## config.mk

```make
export PLATFORM = sky130hd
export DESIGN_NAME = pause_trigger
export DESIGN_NICKNAME = d
export VERILOG_FILES = /design/src/rtl/pause_trig_pkg.sv /design/src/rtl/pause_trig_fill.sv /design/src/rtl/pause_trig_congest.sv /design/src/rtl/pause_trig_timer.sv /design/src/rtl/pause_trig_hold.sv /design/src/rtl/pause_trigger.sv
export SDC_FILE = /design/constraint.sdc
export NUM_CORES = 1
export LEC_CHECK = 0
export CORE_UTILIZATION = 50
export DETAILED_ROUTE_END_ITERATION = 7
export GPL_ROUTABILITY_DRIVEN = 0
export HOLD_SLACK_MARGIN = 0.15
export PLACE_DENSITY = 0.81
export SLEW_MARGIN = 20
export SYNTH_ARGS = -nofsm -noshare
export SYNTH_HDL_FRONTEND = slang
export SYNTH_SLANG_ARGS = --single-unit
export TNS_END_PERCENT = 1
```

## constraint.sdc

```tcl
create_clock -name clk -period 11.2 [get_ports clk]
set_clock_uncertainty 0.2 [all_clocks]
set_input_delay 2.8 -clock clk [delete_from_list [all_inputs] [get_ports clk]]
set_output_delay 2.8 -clock clk [all_outputs]
set_load 0.01 [all_outputs]
```

## src/rtl/pause_trig_pkg.sv

```systemverilog
// Shared types for the PAUSE trigger: the kind of event that loads a request.
package pause_trig_pkg;
    typedef enum logic [1:0] {
        EV_NONE    = 2'd0,
        EV_ENTER   = 2'd1,
        EV_REFRESH = 2'd2,
        EV_EXIT    = 2'd3
    } pause_ev_e;
endpackage

```

## src/rtl/pause_trig_fill.sv

```systemverilog
// Byte occupancy counter with per-ring admission for the FIFO head frame.
// Assumes the write and read counts of one cycle are presented together.
// A lossy drop releases head_len bytes in the same update.
module pause_trig_fill #(
    parameter int FIFO_BYTES = 4096,
    parameter int CNT_W      = 8,
    parameter int NUM_RINGS  = 4,
    localparam int OCC_W     = $clog2(FIFO_BYTES + 1),
    localparam int RING_W    = (NUM_RINGS > 1) ? $clog2(NUM_RINGS) : 1
) (
    input  logic                 clk,
    input  logic                 rst_n,
    input  logic [CNT_W-1:0]     wr_bytes,
    input  logic [CNT_W-1:0]     rd_bytes,
    input  logic                 head_valid,
    input  logic [RING_W-1:0]    head_ring,
    input  logic [OCC_W-1:0]     head_len,
    input  logic [NUM_RINGS-1:0] ring_lossless,
    input  logic [NUM_RINGS-1:0] ring_buf_free,
    output logic [OCC_W-1:0]     occ,
    output logic                 drop,
    output logic                 stall
);
    localparam int SW = OCC_W + 2;

    logic [OCC_W-1:0] occ_q;
    logic [SW-1:0]    up_sum, dn_sum, occ_nxt;
    logic             ring_ll, ring_free;

    // Look up the head frame's ring policy and buffer availability.
    assign ring_ll   = ring_lossless[head_ring];
    assign ring_free = ring_buf_free[head_ring];
    assign drop      = head_valid && !ring_free && !ring_ll;
    assign stall     = head_valid && !ring_free && ring_ll;

    // Next occupancy, clamped to the range [0, FIFO_BYTES].
    always_comb begin
        up_sum = SW'(occ_q) + SW'(wr_bytes);
        dn_sum = SW'(rd_bytes) + (drop ? SW'(head_len) : '0);
        if (dn_sum >= up_sum)
            occ_nxt = '0;
        else if ((up_sum - dn_sum) > SW'(FIFO_BYTES))
            occ_nxt = SW'(FIFO_BYTES);
        else
            occ_nxt = up_sum - dn_sum;
    end

    // Occupancy register.
    always_ff @(posedge clk) begin
        if (!rst_n) occ_q <= '0;
        else        occ_q <= occ_nxt[OCC_W-1:0];
    end

    assign occ = occ_q;

    // occupancy never exceeds capacity
    a_r1_cap: assert property (@(posedge clk) disable iff (!rst_n)
        occ_q <= OCC_W'(FIFO_BYTES));
    // no traffic leaves the count unchanged
    a_r1_idle_hold: assert property (@(posedge clk) disable iff (!rst_n)
        (wr_bytes == '0 && rd_bytes == '0 && !drop) |=> $stable(occ_q));
    // a held frame releases no bytes
    a_r8_stall_keeps: assert property (@(posedge clk) disable iff (!rst_n)
        (stall && rd_bytes == '0) |=> occ_q >= $past(occ_q));
endmodule

```

## src/rtl/pause_trig_congest.sv

```systemverilog
// Hysteresis congestion detector and request event selector.
// Assumes thr_off <= thr_on. Exit outranks entry, and entry outranks refresh.
module pause_trig_congest
    import pause_trig_pkg::*;
#(
    parameter int OCC_W = 13,
    parameter int QW    = 16
) (
    input  logic             clk,
    input  logic             rst_n,
    input  logic             fc_en,
    input  logic [OCC_W-1:0] occ,
    input  logic [OCC_W-1:0] thr_on,
    input  logic [OCC_W-1:0] thr_off,
    input  logic [QW-1:0]    quanta_init,
    input  logic             expire,
    output logic             congested,
    output pause_ev_e        ev,
    output logic [QW-1:0]    ev_quanta
);
    logic cong_q, cong_n;

    // Next congestion state with hysteresis; forced off when flow control is off.
    always_comb begin
        if (!fc_en)      cong_n = 1'b0;
        else if (cong_q) cong_n = !(occ < thr_off);
        else             cong_n = (occ > thr_on);
    end

    // Pick the event that loads the request holder this cycle.
    always_comb begin
        ev        = EV_NONE;
        ev_quanta = quanta_init;
        if (cong_q && !cong_n && fc_en) begin
            ev        = EV_EXIT;
            ev_quanta = '0;
        end else if (cong_n && !cong_q) begin
            ev = EV_ENTER;
        end else if (cong_n && cong_q && expire) begin
            ev = EV_REFRESH;
        end
    end

    // Congestion state register.
    always_ff @(posedge clk) begin
        if (!rst_n) cong_q <= 1'b0;
        else        cong_q <= cong_n;
    end

    assign congested = cong_q;

    // occupancy above the on threshold starts congestion
    a_r2_enter: assert property (@(posedge clk) disable iff (!rst_n)
        (fc_en && occ > thr_on) |=> congested);
    // occupancy at or above the off threshold keeps congestion
    a_r3_hold: assert property (@(posedge clk) disable iff (!rst_n)
        (congested && fc_en && occ >= thr_off) |=> congested);
endmodule

```

## src/rtl/pause_trig_timer.sv

```systemverilog
// Refresh timer counting pause quanta of 512 bit times.
// A prescaler (present only when PRESC > 1) turns clock cycles into quanta ticks.
// Assumes restart is a single-cycle pulse and stop outranks restart.
module pause_trig_timer #(
    parameter int QW    = 16,
    parameter int PRESC = 64
) (
    input  logic          clk,
    input  logic          rst_n,
    input  logic          restart,
    input  logic          stop,
    input  logic [QW-1:0] period,
    output logic          expire
);
    localparam int PW = (PRESC > 1) ? $clog2(PRESC) : 1;

    logic          run_q;
    logic [QW-1:0] cnt_q;
    logic          tick;

    generate
        if (PRESC > 1) begin : g_presc
            logic [PW-1:0] presc_q;
            // Prescaler: cleared on restart and while idle, wraps every PRESC cycles.
            always_ff @(posedge clk) begin
                if (!rst_n || stop || restart || !run_q) presc_q <= '0;
                else if (presc_q == PW'(PRESC - 1))      presc_q <= '0;
                else                                     presc_q <= presc_q + 1'b1;
            end
            assign tick = run_q && (presc_q == PW'(PRESC - 1));
        end else begin : g_noprescale
            assign tick = run_q;
        end
    endgenerate

    assign expire = tick && (cnt_q == period - 1'b1);

    // Run flag and quanta counter.
    always_ff @(posedge clk) begin
        if (!rst_n) begin
            run_q <= 1'b0;
            cnt_q <= '0;
        end else if (stop) begin
            run_q <= 1'b0;
        end else if (restart) begin
            run_q <= (period != '0);
            cnt_q <= '0;
        end else if (expire) begin
            run_q <= 1'b0;
        end else if (tick) begin
            cnt_q <= cnt_q + 1'b1;
        end
    end

    // a stopped timer does not fire on the next cycle
    a_r4_stop_quiet: assert property (@(posedge clk) disable iff (!rst_n)
        stop |=> !expire);
endmodule

```

## src/rtl/pause_trig_hold.sv

```systemverilog
// Single-entry request holder for the transmit MAC handshake.
// A new event overwrites the pending quanta, so requests never queue.
// The request is cleared when flow control is turned off.
module pause_trig_hold #(
    parameter int QW = 16
) (
    input  logic          clk,
    input  logic          rst_n,
    input  logic          fc_en,
    input  logic          ev_valid,
    input  logic [QW-1:0] ev_quanta,
    input  logic          ack,
    output logic          req,
    output logic [QW-1:0] quanta
);
    logic          pend_q;
    logic [QW-1:0] quanta_q;

    // Load on event, clear on acknowledge, flush when disabled.
    always_ff @(posedge clk) begin
        if (!rst_n) begin
            pend_q   <= 1'b0;
            quanta_q <= '0;
        end else if (!fc_en) begin
            pend_q <= 1'b0;
        end else if (ev_valid) begin
            pend_q   <= 1'b1;
            quanta_q <= ev_quanta;
        end else if (ack && pend_q) begin
            pend_q <= 1'b0;
        end
    end

    assign req    = pend_q;
    assign quanta = quanta_q;

    // an unacknowledged request holds its quanta
    a_r6_hold_stable: assert property (@(posedge clk) disable iff (!rst_n)
        (req && !ack && !ev_valid && fc_en) |=> (req && $stable(quanta)));
    // no request while flow control is off
    a_r7_fc_off: assert property (@(posedge clk) disable iff (!rst_n)
        !fc_en |=> !req);
endmodule

```

## src/rtl/pause_trigger.sv

```systemverilog
// Top of the FIFO congestion PAUSE trigger.
// Joins the occupancy counter, the hysteresis detector, the refresh timer and
// the request holder. Assumes the register inputs change only between episodes.
module pause_trigger
    import pause_trig_pkg::*;
#(
    parameter int FIFO_BYTES     = 4096,
    parameter int CNT_W          = 8,
    parameter int NUM_RINGS      = 4,
    parameter int BITS_PER_CYCLE = 8,
    parameter int QW             = 16,
    localparam int OCC_W         = $clog2(FIFO_BYTES + 1),
    localparam int RING_W        = (NUM_RINGS > 1) ? $clog2(NUM_RINGS) : 1,
    localparam int PRESC         = (512 / BITS_PER_CYCLE > 0) ? 512 / BITS_PER_CYCLE : 1
) (
    input  logic                 clk,
    input  logic                 rst_n,
    input  logic                 fc_tx_en,
    input  logic                 pause_rx_ignore_cfg,
    input  logic [OCC_W-1:0]     thr_on,
    input  logic [OCC_W-1:0]     thr_off,
    input  logic [QW-1:0]        quanta_init,
    input  logic [QW-1:0]        quanta_refresh,
    input  logic [CNT_W-1:0]     wr_bytes,
    input  logic [CNT_W-1:0]     rd_bytes,
    input  logic                 head_valid,
    input  logic [RING_W-1:0]    head_ring,
    input  logic [OCC_W-1:0]     head_len,
    input  logic [NUM_RINGS-1:0] ring_lossless,
    input  logic [NUM_RINGS-1:0] ring_buf_free,
    input  logic                 pause_ack,
    output logic [OCC_W-1:0]     occ_level,
    output logic                 head_drop,
    output logic                 head_stall,
    output logic                 pause_req,
    output logic [QW-1:0]        pause_quanta,
    output logic                 pause_rx_ignore
);
    logic          congested;
    logic          expire;
    logic          ack_fire;
    logic          t_restart, t_stop;
    pause_ev_e     ev;
    logic [QW-1:0] ev_quanta;

    pause_trig_fill #(
        .FIFO_BYTES (FIFO_BYTES),
        .CNT_W      (CNT_W),
        .NUM_RINGS  (NUM_RINGS)
    ) u_fill (
        .clk           (clk),
        .rst_n         (rst_n),
        .wr_bytes      (wr_bytes),
        .rd_bytes      (rd_bytes),
        .head_valid    (head_valid),
        .head_ring     (head_ring),
        .head_len      (head_len),
        .ring_lossless (ring_lossless),
        .ring_buf_free (ring_buf_free),
        .occ           (occ_level),
        .drop          (head_drop),
        .stall         (head_stall)
    );

    pause_trig_congest #(
        .OCC_W (OCC_W),
        .QW    (QW)
    ) u_congest (
        .clk         (clk),
        .rst_n       (rst_n),
        .fc_en       (fc_tx_en),
        .occ         (occ_level),
        .thr_on      (thr_on),
        .thr_off     (thr_off),
        .quanta_init (quanta_init),
        .expire      (expire),
        .congested   (congested),
        .ev          (ev),
        .ev_quanta   (ev_quanta)
    );

    // Restart the timer on acknowledge of a non-zero request; stop it on exit or disable.
    assign ack_fire  = pause_req && pause_ack;
    assign t_restart = ack_fire && (pause_quanta != '0) && congested;
    assign t_stop    = (ev == EV_EXIT) || !fc_tx_en;

    pause_trig_timer #(
        .QW    (QW),
        .PRESC (PRESC)
    ) u_timer (
        .clk     (clk),
        .rst_n   (rst_n),
        .restart (t_restart),
        .stop    (t_stop),
        .period  (quanta_refresh),
        .expire  (expire)
    );

    pause_trig_hold #(
        .QW (QW)
    ) u_hold (
        .clk       (clk),
        .rst_n     (rst_n),
        .fc_en     (fc_tx_en),
        .ev_valid  (ev != EV_NONE),
        .ev_quanta (ev_quanta),
        .ack       (pause_ack),
        .req       (pause_req),
        .quanta    (pause_quanta)
    );

    // receive-side ignore setting passes straight through.
    assign pause_rx_ignore = pause_rx_ignore_cfg;
endmodule

```

==> run metrics <==
status finished, final reports clean; I/O Buffers 133; ys async rst share 0%; via count 5,408; Routed Antenna Nets 0; leakage power 2.96 nW; synth warn 0; crit-path max FO 15; number of enable flip-flop cells after synthesis 0; Slew Viols, Final 0; Critical R2R Capture u_fill.occ[6]; hold-fix buffers at CTS 0; effective utilization at floorplan 51.3%; area of the multi-input gates 0.00411 mm2; Layout area overhead 26.7%; initial antenna violation count 0; count leader, synth ha_1; HPWL Detailed 12.0 mm; first-pass GRT wire length 23.3 mm; final wirelength 14.4 mm; Die Y 107 um; Crit Path Category in2reg; CP Launch Type primary input; fin nets 973; Final TNS setup 0 ns; fill cell total of the finished layout 898; layout cells sized above 1 2.40%; critical path arrival 8.95 ns; floorplan die area 0.0115 mm2; Mapped Nets 854; Final setup violation count 0; placed inst area 0.00693 mm2; Setup Fix Bufs, Post-CTS 0; top cells by count, synth 75 x ha_1, 63 x inv_1, 54 x dfxtp_1; DRT Pass-1 Iters 5; post-route minimum period 8.99 ns; register area 0.00108 mm2; Clock Latency Late Sink 0.31 ns; crit end category flop; H-tree levels 2; R2R depth 16; TritonCTS Buffers 5; Rel. slew slack 35.8%; Hold Path End u_timer.g_presc.presc_q[0]; CTS sink cnt 54; CTS root buffer clkbuf_8; synthesized area 0.00554 mm2; top cells by area, synth dfxtp_1 20%, ha_1 17%, xnor2_1 6.0%; RR Startpoint u_fill.occ[1]; largest net degree at the start of global routing 18; CTS clk-pin slew, worst paths 0.10 ns; Inserted Diodes 0; #FFs+latches synth 54; cells after synthesis 673; min-delay src u_timer.g_presc.presc_q[0]; DRC 0; DRT iter0 DRCs 329; total grt overflow 0; row cnt 38; PD cells 129 mW/mm2; Max IR drop VDD 0.0878 mV; Via density 5.80; Unique masters post-synth 66; Post-Syn Area per Cell 8.23 um2; core area 0.0108 mm2; CTS tree built; GRT Overall Usage 24.7%; post-synth top area share 19.5%; DIE WIDTH 107 um; WL per Instance 15.4 um; clk buf depth 2; max-cap violation count 0; # IOs 136; fmax 0.111 GHz; CP Data Required Time 11.15 ns; RSZ-0062 raised after global routing no; Register-to-Register Setup Slack 6.28 ns; Final Hold Violating Endpoints 0; Synth area leader dfxtp_1; post-route cell area 0.00701 mm2; WHS Path Cells 1; period utilization 80.3%; number of global-route vias before repair 5,153; worst slew pin tran 0.962 ns; Synth Flop Type dfxtp_1; Resized cells post-CTS 0; Seq/Total Area, Yosys 19.5%; Hold Path Class reg2reg
==> metrics by stage <==
stage               setup WS (ns)  utilization, %  hold WS (ns)  total power [mW]  cells
finish                       2.21            65.0         0.267             0.907    932
global route                 1.68            65.0         0.293             0.969    932
CTS                          2.27            65.0         0.270             0.896    932
floorplan                    3.25               -         0.218             0.621    673
global placement             2.20            64.2         0.231             0.774    925
detailed placement           1.99            64.2         0.256             0.790    925
==> how the worst max path moves through the flow <==
stage,startpoint,slack (ns),endpoint,cells past startpoint
floorplan,head_ring[0],3.25,u_fill.occ[3],22
global placement,head_ring[0],2.20,u_fill.occ[6],22
detailed placement,head_ring[0],1.99,u_fill.occ[7],22
CTS,head_ring[0],2.27,u_fill.occ[7],22
global route,head_ring[0],1.68,u_fill.occ[2],22
finish,head_ring[0],2.21,u_fill.occ[6],22
==> worst max-delay path, cell delays in order <==
cell and delay (ns):
clkdlybuf4s50_1 0.52, mux4_2 0.50, nand2b_1 0.23, nor2_1 0.64
and2_1 0.28, ha_1 0.24, a21o_1 0.15, a21oi_1 0.21
o21bai_1 0.09, a21o_1 0.20, a21oi_1 0.28, o21ai_0 0.16
xnor2_1 0.15, nand2b_1 0.15, ha_1 0.39, a21o_1 0.24
nor4b_1 0.43, o21bai_1 0.13, a21oi_1 0.43, o211ai_1 0.17
o2111ai_1 0.42, nor3_1 0.14
==> report_power, final <==
part           internal [mW]  switching, mW  leakage, nW
logic                  0.252          0.310         2.48
clock network         0.0434         0.0639       0.0444
registers              0.209         0.0284        0.436
total                  0.505          0.402         2.96
==> cells by family after synthesis <==
kind of cell | count (synthesis) | share of synthesized area [%]
XOR/XNOR | 61 | 9.90
multiplexers | 10 | 2.26
AND/OR/NAND/NOR | 217 | 22.5
adder cells (fa/ha/maj) | 78 | 18.0
AO/OA/AOI/OAI | 169 | 21.5
flip-flops | 54 | 19.5
buffers and inverters | 84 | 6.28
==> cells in the final DEF (no fill, tap or decap), types with 16 or more instances in the layout <==
| cell | n |
|---|---|
| clkdlybuf4s50_1 | 133 |
| ha_1 | 75 |
| inv_1 | 63 |
| dfxtp_1 | 54 |
| a21oi_1 | 44 |
| xnor2_1 | 38 |
| nor2_1 | 36 |
| nand2_1 | 25 |
| o21ai_0 | 25 |
| nand3_1 | 24 |
| xor2_1 | 22 |
| nor3_1 | 20 |
| nand4_1 | 17 |
| and2_1 | 16 |
==> final cells by class <==
class | instances | share of cell area (%)
clock buffer | 5 | 0.981
multi-input combinational | 535 | 58.6
tap | 140 | 2.50
sequential | 54 | 15.4
timing repair buffer | 133 | 19.0
clock inverter | 2 | 0.196
inverter | 63 | 3.37
==> flip-flops by register name, indices dropped and copies added, names as in the netlist <==
register,count
u_timer.g_presc.presc_q,6
u_congest.congested,1
u_fill.occ,13
u_timer.run_q,1
u_timer.cnt_q,16
u_hold.req,1
u_hold.quanta,16
==> routing by layer <==
metal	global-route usage (%)	part of all wire (%)	vias to the layer above	routed length (um)
met3	2.55	3.6	26	511
met4	6.46	2.1	0	295
met2	45.9	51	152	7280
li1	-	-	2691	-
met5	0	0	-	0
met1	30.1	44	2539	6300
No activity file was read; power rests on OpenSTA's default activity.
